<file path="src/rtl/pit_pkg.sv">
package pit_pkg;

    localparam int MODE_W = 3;

    localparam logic [MODE_W-1:0] CODE_FORCE = 3'b110;
    localparam logic [MODE_W-1:0] CODE_FLOAT = 3'b100;

    typedef enum logic [1:0] {
        PM_NORMAL = 2'd0,
        PM_FORCE  = 2'd1,
        PM_FLOAT  = 2'd2
    } pin_mode_e;

    // Output behaviour chosen from the arm flag and the synchronized pins.
    function automatic pin_mode_e pick_mode(
        input logic              armed,
        input logic              en,
        input logic [MODE_W-1:0] code
    );
        pin_mode_e m;
        m = PM_NORMAL;
        if (armed && en) begin
            if (code == CODE_FORCE) begin
                m = PM_FORCE;
            end else if (code == CODE_FLOAT) begin
                m = PM_FLOAT;
            end
        end
        return m;
    endfunction

endpackage

</file>
<file path="src/rtl/pit_sync.sv">
module pit_sync #(
    parameter int W      = 1,
    parameter int STAGES = 2
) (
    input  logic         clk,
    input  logic         rst_n,
    input  logic [W-1:0] async_i,
    output logic [W-1:0] sync_o
);

    logic [STAGES-1:0][W-1:0] chain_q;

    genvar g;
    generate
        for (g = 0; g < STAGES; g++) begin : g_stage
            logic [W-1:0] stage_d;
            if (g == 0) begin : g_first
                assign stage_d = async_i;
            end else begin : g_next
                assign stage_d = chain_q[g-1];
            end
            always_ff @(posedge clk or negedge rst_n) begin
                if (!rst_n) begin
                    chain_q[g] <= '0;
                end else begin
                    chain_q[g] <= stage_d;
                end
            end
        end
    endgenerate

    assign sync_o = chain_q[STAGES-1];

endmodule

</file>
<file path="src/rtl/pit_unlock.sv">
module pit_unlock #(
    parameter int                          SEQ_LEN    = 4,
    parameter logic [SEQ_LEN*pit_pkg::MODE_W-1:0] UNLOCK_SEQ = 12'b111_010_101_011
) (
    input  logic                       clk,
    input  logic                       rst_n,
    input  logic                       en_s,
    input  logic [pit_pkg::MODE_W-1:0] code_s,
    output logic                       armed,
    output logic                       en_rise
);
    import pit_pkg::*;

    localparam int STEP_W = (SEQ_LEN > 1) ? $clog2(SEQ_LEN) : 1;
    localparam logic [STEP_W-1:0] LAST_STEP = STEP_W'(SEQ_LEN - 1);

    typedef struct packed {
        logic [STEP_W-1:0] step;
        logic              armed;
        logic              en_prev;
    } ulk_t;

    ulk_t st_d, st_q;
    logic [MODE_W-1:0] want;

    always_comb begin
        want     = UNLOCK_SEQ[st_q.step*MODE_W +: MODE_W];
        en_rise  = en_s && !st_q.en_prev;
        st_d     = st_q;
        st_d.en_prev = en_s;
        if (en_rise && !st_q.armed) begin
            if (code_s == want) begin
                if (st_q.step == LAST_STEP) begin
                    st_d.armed = 1'b1;
                    st_d.step  = '0;
                end else begin
                    st_d.step = st_q.step + 1'b1;
                end
            end else begin
                st_d.step = '0;
            end
        end
    end

    always_ff @(posedge clk or negedge rst_n) begin
        if (!rst_n) begin
            st_q <= '0;
        end else begin
            st_q <= st_d;
        end
    end

    assign armed = st_q.armed;

endmodule

</file>
<file path="src/rtl/pit_outmux.sv">
module pit_outmux #(
    parameter int N_IN   = 6,
    parameter int N_FUNC = 3
) (
    input  logic              clk,
    input  logic              rst_n,
    input  pit_pkg::pin_mode_e sel,
    input  logic [N_IN-1:0]   in_s,
    input  logic              tin_s,
    input  logic [N_FUNC-1:0] func_src,
    output logic [N_FUNC:0]   out_q,
    output logic [N_FUNC:0]   oe_q
);
    import pit_pkg::*;

    localparam int N_OUT = N_FUNC + 1;

    logic [N_OUT-1:0] out_d, oe_d;
    logic             par;

    always_comb begin
        // master reset pin is high whenever this logic runs
        par   = (^in_s) ^ 1'b1;
        out_d = {par, func_src};
        oe_d  = '1;
        case (sel)
            PM_FORCE: begin
                out_d = {N_OUT{tin_s}};
            end
            PM_FLOAT: begin
                out_d = '0;
                oe_d  = '0;
            end
            default: ;
        endcase
    end

    always_ff @(posedge clk or negedge rst_n) begin
        if (!rst_n) begin
            out_q <= '0;
            oe_q  <= '1;
        end else begin
            out_q <= out_d;
            oe_q  <= oe_d;
        end
    end

endmodule

</file>
<file path="src/rtl/pit_ctrl.sv">
module pit_ctrl #(
    parameter int   N_IN        = 6,
    parameter int   N_FUNC      = 3,
    parameter int   SYNC_STAGES = 2,
    parameter int   SEQ_LEN     = 4,
    parameter logic [SEQ_LEN*3-1:0] UNLOCK_SEQ = 12'b111_010_101_011
) (
    input  logic              clk,
    input  logic              rst_n,
    input  logic [N_IN-1:0]   in_pins,
    input  logic              test_en,
    input  logic [2:0]        mode_pins,
    input  logic              test_in,
    input  logic [N_FUNC-1:0] func_src,
    output logic [N_FUNC:0]   pin_out,
    output logic [N_FUNC:0]   pin_oe
);
    import pit_pkg::*;

    localparam int SYNC_W = N_IN + 1 + MODE_W + 1;

    logic [SYNC_W-1:0] raw, synced;
    logic [N_IN-1:0]   in_s;
    logic              en_s;
    logic [MODE_W-1:0] code_s;
    logic              tin_s;
    logic              armed;
    logic              en_rise;
    pin_mode_e         sel;

    assign raw = {in_pins, test_en, mode_pins, test_in};

    pit_sync #(
        .W      (SYNC_W),
        .STAGES (SYNC_STAGES)
    ) u_sync (
        .clk     (clk),
        .rst_n   (rst_n),
        .async_i (raw),
        .sync_o  (synced)
    );

    assign {in_s, en_s, code_s, tin_s} = synced;

    pit_unlock #(
        .SEQ_LEN    (SEQ_LEN),
        .UNLOCK_SEQ (UNLOCK_SEQ)
    ) u_unlock (
        .clk     (clk),
        .rst_n   (rst_n),
        .en_s    (en_s),
        .code_s  (code_s),
        .armed   (armed),
        .en_rise (en_rise)
    );

    assign sel = pick_mode(armed, en_s, code_s);

    pit_outmux #(
        .N_IN   (N_IN),
        .N_FUNC (N_FUNC)
    ) u_outmux (
        .clk      (clk),
        .rst_n    (rst_n),
        .sel      (sel),
        .in_s     (in_s),
        .tin_s    (tin_s),
        .func_src (func_src),
        .out_q    (pin_out),
        .oe_q     (pin_oe)
    );

endmodule

</file>
<file path="config.mk">
export PLATFORM = sky130hd
export DESIGN_NAME = pit_ctrl
export DESIGN_NICKNAME = d
export VERILOG_FILES = /design/src/rtl/pit_pkg.sv /design/src/rtl/pit_sync.sv /design/src/rtl/pit_unlock.sv /design/src/rtl/pit_outmux.sv /design/src/rtl/pit_ctrl.sv
export SDC_FILE = /design/constraint.sdc
export NUM_CORES = 1
export LEC_CHECK = 0
export CAP_MARGIN = 25
export CORE_MARGIN = 2
export CORE_UTILIZATION = 47
export CTS_BUF_LIST = sky130_fd_sc_hd__clkbuf_16
export DETAILED_ROUTE_END_ITERATION = 6
export PLACE_DENSITY = 0.79
export SLEW_MARGIN = 10
export SYNTH_ARGS = -nofsm -noshare
export SYNTH_HDL_FRONTEND = slang
export SYNTH_SLANG_ARGS = --single-unit
</file>
<file path="constraint.sdc">
create_clock -name clk -period 1.6 [get_ports clk]
set_clock_uncertainty 0.1 [all_clocks]
set_input_delay 0.24 -clock clk [delete_from_list [all_inputs] [get_ports clk]]
set_output_delay 0.24 -clock clk [all_outputs]
set_load 0.005 [all_outputs]
</file>
==> results.cfg <==
[power_and_ir_drop]
p_switching_uw = 380.4
pwr-share-seq_pct = 45.8
p_leak_uw = 0.0006750
ir_worst_vdd_mv = 1.253
power.share.clock_pct = 46.5
swShare_pct = 20.34
power_density_mw_per_mm2 = 1237
comb_power_share_pct = 7.8
internal_power_uw = 1490

[worst_setup_path]
ff2ff_path_depth = 6
reg2reg_slack_ns = 0.03
worst-setup-path-type = register to register
crit_fanout = 4
worst_ep_required_time_ns = 1.70
startpoint_type = register
cp-end-kind = register
cp.arrival_ns = 1.67

[global_routing]
grt_pass1_wl_um = 2635
grt_pass1_vias = 625
grt_overflow = 0
track_usage_pct = 15.45
grt_max_degree = 25
antenna_found_initial = 0

[timing]
min_period_ns = 1.573
fmax_ghz = 0.6356
finalCritPeriodShare_pct = 98.34
maxSlewViolCount = 0
worst_pin_slew_ns = 0.3895
maxSlewHeadroom_pct = 73.95
rsz0062_at_grt = true
hold_ws_ns = 0.1604
fin_setup_tns_ns = 0
hold_viol = 0
setup_viol_count_final = 0

[routing]
drt_iter0_drc = 8
top_layer_used = met4
route.detailed.drc = 0
wl_met2_um = 817
vias_per_cell = 4.733
wire_per_inst_um = 12.30
dr.pass1.iters = 4
ant_nets = 0
met3WireLength_um = 171
wirelength_met1_um = 580
wirelength_um = 1611
vias = 620

[synth]
syn_nets = 89
ys_seq_elements = 31
synth_top_cell_by_area = dfrtp_1
syn-cell-area_mm2 = 0.001055
synthFlopType = dfrtp_1
synth-seq-area-share_pct = 73.67
postSynthAreaPerCell_um2 = 15.29
synth_area_leaders = dfrtp_1 (71%), ha_1 (4.7%), xnor2_1 (3.3%)
ys_types = 20
synth_edf_count = 0
yosys.area.top_type_share_pct = 71.17
syn_inst = 69
ys_warn_count = 0
async_reset_ff_share_pct = 100.0

[layout]
final_util_pct = 69.67
layout-drive-gt1-share_pct = 18.45
diodes = 0
nets = 122
final_cell_mix = dfrtp_1 (29), clkdlybuf4s50_1 (19), nand2_1 (9), clkbuf_16 (5), buf_4 (5)
fill_cells = 150
final_common_cell = dfrtp_1
fin_area_mm2 = 0.001511
synthToLayoutAreaGrowth_pct = 43.30

[cts]
cts_buffer_depth = 2
postCtsHoldBufs = 0
cts_tree = done
cts_num_sinks = 31
root_buffer = clkbuf_16
insertion_delay_ns = 0.27
cts_buffers = 5
path_clk_slew_ns = 0.05
htree_levels = 2

[floorplanning]
die_w_um = 51.37
ios = 24
placementRows = 17
core_mm2 = 0.002170
start_util_pct = 48.62
die_area_mm2 = 0.002639
die_h_um = 51.37

[place]
io_buffer_count = 23
gp_congestion = 0.7650
place_area_mm2 = 0.001325
dp_hpwl_um = 1049

[outcome]
outcome = complete, no violations

[run]
drv_cap = 0

[worst_hold_path]
min_path_type = input port to asynchronous set/reset pin
[state kept, by name, indices dropped and copies added (netlist names)]
register                flops
u_sync.g_stage.stage_d     11
u_sync.sync_o              11
u_outmux.out_q              4
u_unlock.st_q               3
u_outmux.oe_q               1
u_unlock.armed              1
[final cells by class]
type | instances | area [um^2] | share of cell area [%]
Clock inverter | 3 | 15.01 | 0.9934
Tap cell | 28 | 35.03 | 2.318
Inverter | 4 | 15.01 | 0.9934
Timing Repair Buffer | 29 | 282.8 | 18.71
Multi-Input combinational cell | 31 | 260.3 | 17.22
Clock buffer | 5 | 125.1 | 8.278
Sequential cell | 31 | 778.2 | 51.49
[layer usage]
layer | track usage, % | up-vias
met3 | 9.064 | 6
met1 | 14.03 | 296
met4 | 9.211 | 0
met5 | 0 | -
li1 | - | 286
met2 | 26.07 | 32
[path summary, 6_finish.rpt]
path / startpoint / to
max: u_sync.sync_o[1] / u_outmux.out_q[3]
min: rst_n / u_outmux.out_q[2]
max reg2reg: u_sync.sync_o[1] / u_outmux.out_q[3]
min reg2reg: u_sync.g_stage[1].stage_d[1] / u_sync.sync_o[1]
max in group asynchronous: rst_n / u_unlock.st_q[2]
min in group clk: u_sync.g_stage[1].stage_d[1] / u_sync.sync_o[1]
[kinds of logic after synthesis]
kind of cell,after synthesis,share of synthesized area [%]
fa+ha+maj,4,4.745
simple gates,16,8.186
flops,31,73.67
xor+xnor,7,7.117
compound gates,4,2.729
buf+inv,7,3.558
[stage by stage]
stage | cells | total power, uW | worst slack [ns]
2_1_floorplan | 69 | 916.2 | 0.09665
3_3_place_gp | 119 | 1004 | 0.08945
3_5_place_dp | 119 | 1009 | 0.001792
4_1_cts | 129 | 1880 | 0.02412
5_1_grt | 131 | 1946 | -0.08830
6_report | 131 | 1870 | 0.02656
[Yosys cell counts, types with 2 or more instances]
cell type / n
nand2_1: 9
ha_1: 4
xor2_1: 2
inv_1: 4
buf_4: 3
xnor2_1: 4
dfrtp_1: 30
[worst max-delay path, cell delays in order, from the launching register on]
cell     delay, ns
dfrtp_1       0.37
and4b_1       0.29
nor2b_4       0.18
ha_4          0.21
inv_2         0.05
nand4_1       0.17
o21ai_1       0.12
[repair_timing]
action,CTS,global route
buffers inserted,2,2
pin swaps,3,2
gates resized for setup,8,2
setup endpoints to repair,6,5
hold endpoints to repair,0,0
[power groups by stage]
| stage | registers (uW) | clock network (uW) | logic, uW |
|---|---|---|---|
| floorplan | 863 | 0 | 52.9 |
| global route | 860 | 926 | 160 |
| CTS | 855 | 877 | 147 |
| detailed placement | 867 | 0 | 142 |
| global placement | 864 | 0 | 139 |
| finish | 856 | 869 | 146 |
Note: power is estimated with default switching activity, not from simulation.
